==> src/rtl/edge_irq_pkg.sv <==
package edge_irq_pkg;

   typedef enum logic [1:0] {
      EDGE_FALL = 2'b00,
      EDGE_RISE = 2'b01,
      EDGE_RSVD = 2'b10,
      EDGE_BOTH = 2'b11
   } edge_code_e;

   localparam int EDGE_CODE_W = 2;

   // Decide whether a prev->cur sample pair matches the selected edge.
   function automatic logic edge_match(input edge_code_e code,
                                       input logic prev_lvl,
                                       input logic cur_lvl);
      logic went_up;
      logic went_dn;
      went_up = cur_lvl & ~prev_lvl;
      went_dn = ~cur_lvl & prev_lvl;
      case (code)
         EDGE_FALL: edge_match = went_dn;
         EDGE_RISE: edge_match = went_up;
         EDGE_BOTH: edge_match = went_up | went_dn;
         default:   edge_match = 1'b0;
      endcase
   endfunction

endpackage

==> src/rtl/edge_cfg_reg.sv <==
module edge_cfg_reg #(
   parameter int REG_W = 8,
   parameter int SEL_W = 3
) (
   input  logic             clk,
   input  logic             rst_n,
   input  logic             byte_we,
   input  logic [REG_W-1:0] byte_wdata,
   input  logic             bit_we,
   input  logic [SEL_W-1:0] bit_sel,
   input  logic             bit_wval,
   output logic [REG_W-1:0] cfg_q
);

   always_ff @(posedge clk or negedge rst_n) begin
      if (!rst_n) begin
         cfg_q <= '0;
      end else if (byte_we) begin
         cfg_q <= byte_wdata;
      end else if (bit_we && (int'(bit_sel) < REG_W)) begin
         cfg_q[bit_sel] <= bit_wval;
      end
   end

endmodule

==> src/rtl/edge_sync.sv <==
module edge_sync #(
   parameter int STAGES = 2
) (
   input  logic clk,
   input  logic rst_n,
   input  logic d,
   output logic q
);

   logic [STAGES-1:0] chain_q;

   always_ff @(posedge clk or negedge rst_n) begin
      if (!rst_n) chain_q <= '0;
      else        chain_q <= {chain_q[STAGES-2:0], d};
   end

   assign q = chain_q[STAGES-1];

endmodule

==> src/rtl/edge_det_lane.sv <==
module edge_det_lane
   import edge_irq_pkg::*;
(
   input  logic       clk,
   input  logic       rst_n,
   input  logic       lvl,
   input  logic       en,
   input  logic [1:0] code,
   output logic       pulse
);

   logic prev_lvl_q;
   logic en_d_q;
   logic hit;

   // prev always follows the synchronized level, so at switch-on it already
   // holds the current level; en_d_q masks the switch-on cycle itself.
   assign hit = en & en_d_q & edge_match(edge_code_e'(code), prev_lvl_q, lvl);

   always_ff @(posedge clk or negedge rst_n) begin
      if (!rst_n) begin
         prev_lvl_q <= 1'b0;
         en_d_q     <= 1'b0;
         pulse      <= 1'b0;
      end else begin
         prev_lvl_q <= lvl;
         en_d_q     <= en;
         pulse      <= hit;
      end
   end

endmodule

==> src/rtl/edge_irq_detect.sv <==
module edge_irq_detect #(
   parameter  int N_IN        = 4,
   parameter  int SYNC_STAGES = 2,
   localparam int REG_W       = N_IN * edge_irq_pkg::EDGE_CODE_W,
   localparam int SEL_W       = (REG_W > 1) ? $clog2(REG_W) : 1
) (
   input  logic             clk,
   input  logic             rst_n,
   input  logic             cfg_wr,
   input  logic [REG_W-1:0] cfg_wdata,
   input  logic             bit_wr,
   input  logic [SEL_W-1:0] bit_idx,
   input  logic             bit_val,
   output logic [REG_W-1:0] cfg_rdata,
   input  logic [N_IN-1:0]  pin_en,
   input  logic [N_IN-1:0]  pin_in,
   output logic [N_IN-1:0]  irq
);
   import edge_irq_pkg::*;

   if (N_IN < 1) begin : g_bad_n_in
      $error("edge_irq_detect: N_IN must be at least 1");
   end
   if (SYNC_STAGES < 2) begin : g_bad_sync
      $error("edge_irq_detect: SYNC_STAGES must be at least 2");
   end

   logic [REG_W-1:0] cfg_q;
   logic [N_IN-1:0]  lvl_s;

   edge_cfg_reg #(
      .REG_W (REG_W),
      .SEL_W (SEL_W)
   ) u_cfg (
      .clk        (clk),
      .rst_n      (rst_n),
      .byte_we    (cfg_wr),
      .byte_wdata (cfg_wdata),
      .bit_we     (bit_wr),
      .bit_sel    (bit_idx),
      .bit_wval   (bit_val),
      .cfg_q      (cfg_q)
   );

   assign cfg_rdata = cfg_q;

   for (genvar i = 0; i < N_IN; i++) begin : g_lane
      edge_sync #(
         .STAGES (SYNC_STAGES)
      ) u_sync (
         .clk   (clk),
         .rst_n (rst_n),
         .d     (pin_in[i]),
         .q     (lvl_s[i])
      );

      edge_det_lane u_det (
         .clk   (clk),
         .rst_n (rst_n),
         .lvl   (lvl_s[i]),
         .en    (pin_en[i]),
         .code  (cfg_q[EDGE_CODE_W*i +: EDGE_CODE_W]),
         .pulse (irq[i])
      );
   end

endmodule

==> config.mk <==
export PLATFORM = sky130hd
export DESIGN_NAME = edge_irq_detect
export DESIGN_NICKNAME = d
export VERILOG_FILES = /design/src/rtl/edge_irq_pkg.sv /design/src/rtl/edge_cfg_reg.sv /design/src/rtl/edge_sync.sv /design/src/rtl/edge_det_lane.sv /design/src/rtl/edge_irq_detect.sv
export SDC_FILE = /design/constraint.sdc
export NUM_CORES = 1
export LEC_CHECK = 0
export ABC_AREA = 1
export CORE_UTILIZATION = 61
export DETAILED_ROUTE_END_ITERATION = 12
export DONT_BUFFER_PORTS = 1
export GPL_TIMING_DRIVEN = 0
export MAX_ROUTING_LAYER = met4
export PLACE_DENSITY_LB_ADDON = 0.05
export RECOVER_POWER = 25
export SLEW_MARGIN = 20
export SYNTH_ARGS = -nofsm -noshare
export SYNTH_HDL_FRONTEND = slang
export SYNTH_SLANG_ARGS = --single-unit
==> constraint.sdc <==
create_clock -name clk -period 1.19 [get_ports clk]
set_input_delay 0.119 -clock clk [delete_from_list [all_inputs] [get_ports clk]]
set_output_delay 0.119 -clock clk [all_outputs]
set_load 0.02 [all_outputs]
Yosys cells after proc, flatten, opt, wreduce, memory -nomap -nowiden
Index checks and enable logic that the tools add are counted.
- register bits after elaboration: 28
- bits in latches: 0
- RAM bits: 0
- bits in read-only memories: 0
- output and inout bits: 12
- logic and storage cells: 70
- memories kept: 0
- add/subtract/negate cells: 0
- $mul: 0
- div/mod/pow operators: 0
- magnitude comparators: 2
- eq/ne operators: 8
- shifts and indexed selects: 0
- multiplexer cells: 9
- bitwise logic cells: 28
- reductions and logical operators: 6
- operators by type and width (cell ; number):
    bitwise AND 1 bit ; 16
    2-to-1 mux 8 bit ; 2
    case mux 1 bit (3 select lines) ; 4
    bitwise mux 8 bit ; 1
    equality test 2 x 1 -> 1 bit, second input constant ; 4
    equality test 2 bit, second input constant ; 4
    zero test 2 bit ; 4
    NOT 1 bit ; 8
    less-than comparator 3 x 4 -> 1 bit, second input constant ; 1
    bitwise OR 1 bit ; 4
    demux 1 bit (select 3 bit) ; 1
    greater-or-equal comparator 3 x 1 -> 1 bit, second input constant ; 1
    nonzero test 2 bit ; 1
    logical AND 1 bit ; 1
    2-to-1 mux 1 bit ; 1

Longest topological paths before layout
Gate-level depths: netlist (run 1).
- depth after elaboration: 7
- mapped depth: 6

Hierarchy
Synthesis (run 1) repeated with hierarchy kept, for this count alone.
- cell total of the unflattened synthesis: 178
- area total of the unflattened synthesis: 1405.1 µm²
- modules (own cells, without submodules) (module ; times used ; cells each ; area an instance (µm²) ; sequential area each (µm²)):
    edge_det_lane ; 4 ; 21 ; 160.2 ; 75.1
    edge_cfg_reg ; 1 ; 86 ; 564.3 ; 200.2
    edge_sync ; 4 ; 2 ; 50.0 ; 50.0

Worst setup path after synthesis (run 1)
No wires, ideal clock.
- kind: register to register
- start point: reg g_lane[0].u_det.prev_lvl_q
- end point: reg g_lane[0].u_det.pulse
- arrival: 907 ps
- required time: 1104 ps
- path slack: 197 ps
- stages on the path, launching flop included: 6
- buffers on the path: 0
- clock period less this slack: 993 ps
- cells stage by stage: dfrtp_1 -> inv_1 -> ha_1 -> nand2_1 -> nand3_1 -> nor3_1
- longest elaborated chain between the ends: 5
- elaborated cells between the ends (all ways): 6
- classes of those cells: mux: 1; bitwise: 5
- RTL lines (what ; line ; RTL):
    start, declared ; edge_det_lane.sv:12 ; logic prev_lvl_q;
    start signal, assigned ; edge_det_lane.sv:26 ; prev_lvl_q <= lvl;
    NOT 1 bit ; edge_irq_pkg.sv:18 ; went_up = cur_lvl & ~prev_lvl;
    bitwise AND 1 bit ; edge_irq_pkg.sv:18 ;
    bitwise OR 1 bit ; edge_irq_pkg.sv:23 ; EDGE_BOTH: edge_match = went_up | went_dn;
    case mux 1 bit (3 select lines) * ; edge_irq_pkg.sv:20 ; case (code)
    bitwise AND 1 bit * ; edge_det_lane.sv:18 ; assign hit = en & en_d_q & edge_match(edge_code_e'(code), prev_lvl_q, lvl);
    named net g_lane[0].u_det.hit ; edge_det_lane.sv:14 ; logic hit;
    end signal, assigned ; edge_det_lane.sv:28 ; pulse <= hit;
    end, declared ; edge_det_lane.sv:9 ; output logic pulse
Mark *: on every way through the listed nets, which the timed path passes. The rest lies on a longest branch.
A chain may end at the register's enable or synchronous reset.

Final worst setup path (run 1)
- start point: reg g_lane[3].u_det.prev_lvl_q
- end point: reg g_lane[3].u_det.pulse
- longest elaborated chain between the ends: 5
- elaborated cells between the ends (all ways): 6
- classes of those cells: mux: 1; bitwise: 5
- RTL lines (what ; line):
    start, declared ; edge_det_lane.sv:12
    start signal, assigned ; edge_det_lane.sv:26
    NOT 1 bit ; edge_irq_pkg.sv:18
    bitwise AND 1 bit ; edge_irq_pkg.sv:18
    bitwise OR 1 bit ; edge_irq_pkg.sv:23
    case mux 1 bit (3 select lines) * ; edge_irq_pkg.sv:20
    bitwise AND 1 bit * ; edge_det_lane.sv:18
    named net g_lane[3].u_det.hit ; edge_det_lane.sv:14
    end signal, assigned ; edge_det_lane.sv:28
    end, declared ; edge_det_lane.sv:9
Marks and branches as above.

==> results.md, run 1 <==
* Fill cell total of the finished layout at 141
* Fraction of the cycle the final worst path needs at 92.7%
* Number of flip-flops and latches in the synthesized netlist at 28
* Power density relative to cell area at 1100 nW/um^2
* Combinational share of power at 14.8%
* Worst vdd rail ir drop at 800 uV
* Maximum number of pins on one net before global-route repair at 29
* Clock tree from TritonCTS: yes
* Total number of nets in the final design at 205
* Worst slack on hold paths at 6.16 ps
* Achievable Freq at 0.906 GHz
* Data arrival time of the critical path at 1350 ps
* Internal portion of total power at 1.24 mW
* Kind of path behind the tightest hold check: in -> reg
* Worst Slack Setup Final at 86.3 ps
* Switching part of the total power at 27.1%
* Worst reg-to-reg setup slack at 90 ps
* Number of search-and-repair iterations in the first detailed-routing pass at 4
* Share of power burned in the clock network at 21.2%
* Fraction of layout instances using a drive strength above 1 at 12.3%
* RD Place Congestion at 0.839
* Clock Root Buffer: sky130_fd_sc_hd__clkbuf_4
* Critical path start-end classification: reg -> reg
* DRC errors left at 0
* Via total after detailed routing at 1058
* Startpoint of the worst setup timing path: g_lane[3].u_det.prev_lvl_q
* Core Box Area at 2020 sq um
* Wire length reported by the detailed router at 2.31 mm
* Highest net fanout along the worst path at 2
* Area growth from synthesis to layout at 14.4%
* Total Die Area at 2410 sq um
* Kind of capture point of the worst setup path: flop
* Worst slew pin tran at 661 ps
* Worst Setup Slack post-DPL at 80.0 ps
* Final hold violation count at 0
* Maximum clock insertion buffer count at 2
* DR WL/cell at 11.7 um
* Synth Instances at 154
* CTS buffer count at 3
* Initial antenna violation count at 0
* Max-slew violations at 0
* Average size of a mapped cell at 8.77 sq um
* Syn Std Cell Area at 1350 sq um
* Final critical delay including setup and external delays at 1100 ps
* Number of warnings reported in the yosys synthesis log at 0
* Maximum cell stage delay along the critical path at 380 ps
* Clock slew seen by the registers of the worst setup and hold paths at 130 ps
* Number of port buffers at 0
* Effective utilization at floorplan at 66.8%
* Net switching power figure at 0.460 mW
* Residual antenna-violating net count after detailed routing at 0
* Clock latency at the later pin of the worst-skew pair at 320 ps
* Synthesized netlist net count at 186
* Type of element launching the critical path: flop
* Final Skew at 0.509 ps
* Sequential share of the synthesized area at 51.9%
* Count of endpoints failing setup in the final report at 0
* Req. time, crit path at 1440 ps
* Count of distinct cell types in the synthesized netlist at 17
* Leakage power total at 0.811 nW
* Commonest non-fill, non-tap cells in the layout: sky130_fd_sc_hd__nand2_1 (47), sky130_fd_sc_hd__dfrtp_1 (28), sky130_fd_sc_hd__nand3_1 (26)
* Beginning of the worst register-to-register path: g_lane[3].u_det.prev_lvl_q
* Status: completed
* Die Span X at 49.1 um
* Via-to-Cell Ratio at 5.34
* Most common cell after layout, fill and taps aside: sky130_fd_sc_hd__nand2_1
* Startpoint of the most critical hold path: cfg_wdata[7]
* H-tree lvl count at 1
* GR met1 Demand/Resource at 26.4%
* Final-layout setup total negative slack at 0 ps
* Maxcap violations at 0
* Routing usage on met3 at 7.17%
* Violation count after the first detailed-routing iteration at 13
* Clock sinks at 28
* Number of antenna diodes at 0
* Detail Placement HPWL at 1.68 mm
* Cell-by-cell listing of the critical path: inv_1 -> ha_1 -> nand2_1 -> nand3_1 -> nor3_2
* Number of global-route vias before repair at 984
* Total power at 1.70 mW
* Remaining global-route overflow at 0
* FP Rows at 16
* Cell at the slowest stage of the critical path: sky130_fd_sc_hd__dfrtp_1
* Global routing's busiest layer: met2
* Sequential share of power at 64.0%
* Wire length of the first global-routing pass at 3.97 mm
* Number of I/O pins at 36
* Die span in y at 49.1 um
* Max-slew headroom at 56.0%
* All-layer global routing usage at 22.6%
* Post-layout utilization of the core at 76.4%
* Met2 layer usage reported by global route at 38.4%
per-stage QoR:
stage          area, sq um  instances
2_1_floorplan         1350        154
3_3_place_gp          1390        181
3_5_place_dp          1390        181
4_1_cts               1550        197
5_1_grt               1550        198
6_report              1550        198
area by class of cell:
class | instances | area [sq um] | area share (%)
buffer | 8 | 67.6 | 4.37
clock buffer | 3 | 22.5 | 1.46
inverter | 17 | 71.3 | 4.62
multi-input combinational | 101 | 517 | 33.4
sequential | 28 | 701 | 45.3
tap | 27 | 33.8 | 2.19
timing repair buffer | 14 | 133 | 8.58
cells in the mapped netlist (all sizes together):
master / count / area (sq um)
nand2: 47 / 176
dfrtp: 28 / 701
o21ai: 2 / 10.0
clkbuf: 1 / 7.51
buf: 7 / 60.1
ha: 8 / 100
a21oi: 4 / 20.0
nor3: 4 / 20.0
nor2: 8 / 42.5
nand4: 2 / 12.5
nand3: 26 / 130
inv: 17 / 71.3
cell families (layout without fill, tap and decap cells):
kind of cell,count (synthesis),after routing,share of synthesized area [%]
and+or+nand+nor,87,87,28.2
AOI/OAI and AO/OA,6,6,2.22
adders and majority gates,8,8,7.41
DFF,28,28,51.9
buffers and inverters,25,42,10.3
final timing paths:
path	to	cells after the start
setup / recovery	g_lane[3].u_det.pulse	5
hold / removal	u_cfg.cfg_q[7]	4
setup reg to reg	g_lane[3].u_det.pulse	5
hold reg to reg	g_lane[0].u_sync.chain_q[1]	0
max in group asynchronous	g_lane[1].u_sync.chain_q[1]	2
min in group asynchronous	g_lane[3].u_det.en_d_q	2
power groups by stage:
stage	logic (mW)	registers, mW	clock network, mW
3_3_place_gp	0.185	1.11	0
4_1_cts	0.256	1.09	0.379
5_1_grt	0.291	1.10	0.413
6_report	0.251	1.09	0.360
3_5_place_dp	0.195	1.11	0
2_1_floorplan	0.167	1.09	0
flip-flops by register name (all words and copies together), names as in the netlist:
signal,count
g_lane.u_det.en_d_q,4
g_lane.u_det.prev_lvl_q,4
g_lane.u_det.pulse,4
g_lane.u_sync.chain_q,8
u_cfg.cfg_q,8
timing repair:
item,CTS,global route
hold endpoints to repair,43,0
setup buffers,0,1
resized for setup,0,1
setup endpoints to repair,0,1
hold buffers,13,0
critical path: cells and delay by family (launching register included):
kind	cells	cell delay, ps
flip-flops	1	380
AND/OR/NAND/NOR	3	330
adder cells (fa/ha/maj)	1	280
buffers and inverters	1	50
layer usage:
layer	vias to the layer above	wire, um
met4	0	20
li1	523	-
met2	39	1160
met3	4	181
met5	-	0
met1	492	943
Power figures use the tool's default switching activity.
==> inputs of run 2 (changes only) <==
--- a/config.mk
+++ b/config.mk
@@ -6,6 +6,7 @@
 export NUM_CORES = 1
 export LEC_CHECK = 0
 export ABC_AREA = 1
+export CORE_ASPECT_RATIO = 0.75
 export CORE_UTILIZATION = 61
 export DETAILED_ROUTE_END_ITERATION = 12
 export DONT_BUFFER_PORTS = 1
==> constraint.sdc (replaced) <==
create_clock -name clk -period 1.06 [get_ports clk]
set_input_delay 0.106 -clock clk [delete_from_list [all_inputs] [get_ports clk]]
set_output_delay 0.106 -clock clk [all_outputs]
set_load 0.02 [all_outputs]
==> run 2 against run 1 <==
The flow now finishes with violations (setup timing). Worst hold slack gained 5.5 ps. Register-to-register slack lost 120 ps. Worst setup slack got worse by 120 ps. Non-clock buffer count is 11 higher. Critical endpoint unchanged. Largest power group unchanged. Critical path depth down 1. Via count rose by 4.5%. Wire length is 21% higher.
==> results.md, run 2 (synthesized netlist as in run 1, its figures left out) <==
* Status: complete, but fails checks
* Failing checks: setup timing
* Kind of path behind the tightest hold check: in -> reg
* Most common cell after layout, fill and taps aside: sky130_fd_sc_hd__nand2_1
* Detail Placement HPWL at 1.80 mm
* Final critical delay including setup and external delays at 1090 ps
* H-tree lvl count at 1
* Final-layout setup total negative slack at -71.0 ps
* Startpoint of the most critical hold path: bit_idx[1]
* Max-slew violations at 0
* Residual antenna-violating net count after detailed routing at 0
* Highest net fanout along the worst path at 3
* Remaining global-route overflow at 0
* DRC errors left at 0
* Total number of nets in the final design at 216
* Die span in y at 42.8 um
* Number of port buffers at 0
* Global routing's busiest layer: met2
* Via total after detailed routing at 1106
* Worst vdd rail ir drop at 1070 uV
* Worst slack on hold paths at 11.7 ps
* Effective utilization at floorplan at 65.9%
* Leakage power total at 0.876 nW
* Data arrival time of the critical path at 1340 ps
* Terminating pin of the worst hold path: u_cfg.cfg_q[7]
* Worst reg-to-reg setup slack at -30 ps
* FP Rows at 14
* Fraction of layout instances using a drive strength above 1 at 22.4%
* Clock slew seen by the registers of the worst setup and hold paths at 150 ps
* Number of placed cells counting well taps at 178
* Power density relative to cell area at 1220 nW/um^2
* Final hold violation count at 0
* Maxcap violations at 0
* Type of element launching the critical path: flop
* Count of endpoints failing setup in the final report at 4
* Largest registers ranked by flip-flop count: g_lane.u_sync.chain_q (8), u_cfg.cfg_q (8)
* Max-slew headroom at 56.4%
* Maximum number of pins on one net before global-route repair at 29
* Critical path start-end classification: reg -> reg
* Initial antenna violation count at 0
* Achievable Freq at 0.915 GHz
* Maximum clock insertion buffer count at 2
* Number of global-route vias before repair at 982
* Setup repair after global routing missed its margin: yes
* Total Die Area at 2410 sq um
* Clock latency at the later pin of the worst-skew pair at 320 ps
* Total power at 2.09 mW
* R2r endpoint: g_lane[3].u_det.pulse
* DR WL/cell at 13.5 um
* Clock sinks at 28
* GR met1 Demand/Resource at 31.1%
* Wire length of the first global-routing pass at 4.35 mm
* Met2 layer usage reported by global route at 41.0%
* Number of search-and-repair iterations in the first detailed-routing pass at 4
* Beginning of the worst register-to-register path: g_lane[3].u_sync.chain_q[1]
* Area growth from synthesis to layout at 27.0%
* RD Place Congestion at 0.837
* Final Skew at 13.6 ps
* Worst Slack Setup Final at -32.8 ps
* Post-layout utilization of the core at 83.8%
* Commonest non-fill, non-tap cells in the layout: sky130_fd_sc_hd__nand2_1 (45), sky130_fd_sc_hd__dfrtp_1 (28), sky130_fd_sc_hd__nand3_1 (23)
* Fraction of the cycle the final worst path needs at 103%
* Die Span X at 56.3 um
* Final non-filler cell total at 207
* All-layer global routing usage at 25.2%
* Core Box Area at 2050 sq um
* Kind of capture point of the worst setup path: flop
* Routing usage on met3 at 8.23%
* Hold path depth at 4
* Violation count after the first detailed-routing iteration at 30
* Reg2reg path depth at 4
* Worst slew pin tran at 654 ps
* Number of I/O pins at 36
* Wire length reported by the detailed router at 2.79 mm
* Req. time, crit path at 1310 ps
* Via-to-Cell Ratio at 5.34
* Number of antenna diodes at 0
* Clock Root Buffer: sky130_fd_sc_hd__clkbuf_4
* Clock tree from TritonCTS: yes
* CTS buffer count at 3
run 2: metrics by stage:
step	cell area, sq um	worst slack [ps]
floorplan	1350	67.2
global placement	1380	8.11
detailed placement	1380	-63.0
CTS	1650	-24.7
global route	1720	-78.1
finish	1720	-32.8
run 2: area by class of cell:
cell class / instances / area, sq um
sequential: 28 / 701
multi-input combinational: 101 / 577
fill: 121 / 333
timing repair buffer: 25 / 234
inverter: 17 / 71.3
buffer: 8 / 67.6
clock buffer: 4 / 36.3
tap: 24 / 30.0
run 2: worst max path at each step:
stage	start	depth (start not counted)	slack [ps]	to
after floorplan	g_lane[0].u_det.prev_lvl_q	5	70	g_lane[0].u_det.pulse
final	g_lane[3].u_sync.chain_q[1]	4	-30	g_lane[3].u_det.pulse
after global placement	g_lane[0].u_det.prev_lvl_q	5	8	g_lane[0].u_det.pulse
after global routing	g_lane[0].u_det.prev_lvl_q	5	-80	g_lane[0].u_det.pulse
after detailed placement	g_lane[2].u_det.prev_lvl_q	5	-60	g_lane[2].u_det.pulse
after CTS	g_lane[1].u_sync.chain_q[1]	4	-20	g_lane[1].u_det.pulse
run 2: timing repair:
item	in CTS	in global routing
hold buffers	18	1
buffers inserted	4	2
pin swaps	5	4
endpoints found under the setup margin	4	4
gates resized for setup	3	13
endpoints found under the hold margin	47	2
run 2: power by group:
| group | leakage, nW | internal (mW) | total (mW) | switching (mW) |
|---|---|---|---|---|
| logic | 0.510 | 0.165 | 0.353 | 0.188 |
| clock network | 0.0210 | 0.210 | 0.504 | 0.294 |
| registers | 0.345 | 1.13 | 1.23 | 0.0974 |
| total | 0.876 | 1.51 | 2.09 | 0.579 |
run 2: layer usage:
| metal | up-vias | part of all wire, % |
|---|---|---|
| li1 | 548 | - |
| met1 | 516 | 44 |
| met2 | 40 | 49 |
| met3 | 2 | 6.0 |
| met4 | 0 | 0.47 |
| met5 | - | 0 |
run 2: worst max-delay path, stage by stage, from the launching register on:
cell and delay [ps]:
sky130_fd_sc_hd__dfrtp_1 430, sky130_fd_sc_hd__ha_1 300, sky130_fd_sc_hd__nand2_2 80, sky130_fd_sc_hd__nand3_2 70
sky130_fd_sc_hd__nor3_2 140
==> inputs of run 3 (changes only) <==
--- a/config.mk
+++ b/config.mk
@@ -7,13 +7,12 @@
 export LEC_CHECK = 0
 export ABC_AREA = 1
 export CORE_ASPECT_RATIO = 0.75
-export CORE_UTILIZATION = 61
+export CORE_UTILIZATION = 64
 export DETAILED_ROUTE_END_ITERATION = 12
 export DONT_BUFFER_PORTS = 1
 export GPL_TIMING_DRIVEN = 0
 export MAX_ROUTING_LAYER = met4
 export PLACE_DENSITY_LB_ADDON = 0.05
-export RECOVER_POWER = 25
 export SLEW_MARGIN = 20
 export SYNTH_ARGS = -nofsm -noshare
 export SYNTH_HDL_FRONTEND = slang
==> constraint.sdc (replaced) <==
create_clock -name clk -period 1.3 [get_ports clk]
set_input_delay 0.13 -clock clk [delete_from_list [all_inputs] [get_ports clk]]
set_output_delay 0.13 -clock clk [all_outputs]
set_load 0.02 [all_outputs]
==> run 3 against run 2 <==
The flow finishes with violations (hold timing). Non-clock buffer count fell by 14. First-iteration DRC count fell by 30%. Worst hold slack got worse by 13 ps. Total power fell by 20%. Design area fell by 11%. Highest routed layer unchanged. Clock power fell by 15%. Clock skew fell by 4.9 ps. Largest cell class unchanged. Combinational power fell by 33%. Via count fell by 4.2%. Critical path depth rose by 1. Sequential power fell by 19%. Die area fell by 4.5%.
==> results.md, run 3 (synthesized netlist as in run 1, its figures left out) <==
* Max-slew headroom at 78.9%
* Effective utilization at floorplan at 72.9%
* Fill cell total of the finished layout at 124
* All-layer global routing usage at 27.1%
* Type of element launching the critical path: flop
* Kind of capture point of the worst setup path: flop
* Detail Placement HPWL at 1.94 mm
* Maximum number of pins on one net before global-route repair at 29
* Largest delay contributor family on the critical path: flip-flops
* Failing checks: hold timing
* Maxcap violations at 0
* Setup repair after global routing missed its margin: no
* Die Span X at 55.1 um
* Status: complete, but fails checks
* Crit path buf inv count at 1
* Wire length of the first global-routing pass at 4.22 mm
* Clock slew seen by the registers of the worst setup and hold paths at 150 ps
* Maximum cell stage delay along the critical path at 400 ps
* Data arrival time of the critical path at 1430 ps
* Max-slew violations at 0
* Post-layout utilization of the core at 82.8%
* Worst slew pin tran at 317 ps
* Clock tree from TritonCTS: yes
* Worst slack on hold paths at -0.915 ps
* DR WL/cell at 14.2 um
* Highest net fanout along the worst path at 2
* Wire length reported by the detailed router at 2.71 mm
* Cell-by-cell listing of the critical path: inv_1 -> ha_1 -> nand2_1 -> nand3_1 -> nor3_1
* Achievable Freq at 0.851 GHz
* Number of setup buffers added after CTS at 0
* Most common cell after layout, fill and taps aside: sky130_fd_sc_hd__nand2_1
* Fraction of layout instances using a drive strength above 1 at 11.8%
* Cell at the slowest stage of the critical path: sky130_fd_sc_hd__dfrtp_1
* Clock sinks at 28
* Clock latency at the later pin of the worst-skew pair at 340 ps
* Kind of path behind the tightest hold check: in -> reg
* Commonest non-fill, non-tap cells in the layout: sky130_fd_sc_hd__nand2_1 (47), sky130_fd_sc_hd__dfrtp_1 (28), sky130_fd_sc_hd__nand3_1 (26)
* DRC errors left at 0
* Req. time, crit path at 1560 ps
* Total power at 1.66 mW
* FP Rows at 13
* Initial antenna violation count at 0
* Via-to-Cell Ratio at 5.55
* Total Die Area at 2300 sq um
* Final hold violation count at 1
* Remaining global-route overflow at 0
* Count of endpoints failing setup in the final report at 0
* H-tree lvl count at 1
* RD Place Congestion at 0.866
* Total number of nets in the final design at 202
* Largest registers ranked by flip-flop count: g_lane.u_sync.chain_q (8), u_cfg.cfg_q (8)
* Leakage power total at 0.809 nW
* Die span in y at 41.8 um
* Number of I/O pins at 36
* Final critical delay including setup and external delays at 1180 ps
* Area growth from synthesis to layout at 13.6%
* Clock Root Buffer: sky130_fd_sc_hd__clkbuf_4
* Fraction of the cycle the final worst path needs at 90.4%
* CTS buffer count at 3
* Post-cts repair resize count at 0
* Number of buffers inserted by hold repair at cts at 11
* Number of global-route vias before repair at 1029
* Worst vdd rail ir drop at 874 uV
* Maximum clock insertion buffer count at 2
* Number of antenna diodes at 0
* Residual antenna-violating net count after detailed routing at 0
* Via total after detailed routing at 1060
* Number of search-and-repair iterations in the first detailed-routing pass at 4
* Critical path start-end classification: reg -> reg
* Final-layout setup total negative slack at 0 ps
* Final Skew at 8.76 ps
* Core Box Area at 1850 sq um
* Violation count after the first detailed-routing iteration at 21
* Number of port buffers at 0
* Power density relative to cell area at 1080 nW/um^2
-- run 3: worst register-to-register path, cell delays in order, from the launching register on --
cell and delay (ps):
sky130_fd_sc_hd__dfrtp_1 400, sky130_fd_sc_hd__inv_1 60, sky130_fd_sc_hd__ha_1 290, sky130_fd_sc_hd__nand2_1 70, sky130_fd_sc_hd__nand3_1 80, sky130_fd_sc_hd__nor3_1 210
-- run 3: final timing paths --
path | from | to | slack [ps] | cells after the start
min in group asynchronous | rst_n | u_cfg.cfg_q[7] | 240 | 2
worst min register to register | g_lane[3].u_sync.chain_q[0] | g_lane[3].u_sync.chain_q[1] | 370 | 0
worst min-delay path | cfg_wdata[2] | u_cfg.cfg_q[2] | -0.9 | 4
worst max-delay path | g_lane[0].u_det.prev_lvl_q | g_lane[0].u_det.pulse | 120 | 5
max in group asynchronous | rst_n | g_lane[1].u_det.pulse | 910 | 2
worst max register to register | g_lane[0].u_det.prev_lvl_q | g_lane[0].u_det.pulse | 120 | 5
-- run 3: metrics by stage --
| stage | setup slack [ps] | cell area, sq um | cells |
|---|---|---|---|
| 4_1_cts | 126 | 1540 | 191 |
| 3_3_place_gp | 249 | 1380 | 176 |
| 5_1_grt | 33.7 | 1540 | 191 |
| 6_report | 125 | 1540 | 191 |
| 2_1_floorplan | 307 | 1350 | 154 |
| 3_5_place_dp | 180 | 1380 | 176 |
-- run 3: layer usage --
layer  part of all wire, %  GRT usage (%)  vias up
met5                     0              -        -
met4                   1.4           7.50        0
met3                   6.5           7.69        5
met2                    52           49.9       36
met1                    40           26.6      502
li1                      -              -      517
-- run 3: area by class of cell --
| class | count | area [sq um] | share of cell area (%) |
|---|---|---|---|
| Clock buffer | 4 | 36.3 | 2.36 |
| Multi-Input combinational cell | 101 | 512 | 33.3 |
| Inverter | 17 | 71.3 | 4.65 |
| Timing Repair Buffer | 11 | 120 | 7.82 |
| Sequential cell | 28 | 701 | 45.6 |
| Buffer | 8 | 67.6 | 4.40 |
| Tap cell | 22 | 27.5 | 1.79 |
-- run 3: power by group --
group	internal, mW	total [mW]	switching (mW)
registers	0.924	1.00	0.0751
logic	0.101	0.235	0.134
clock network	0.172	0.426	0.254
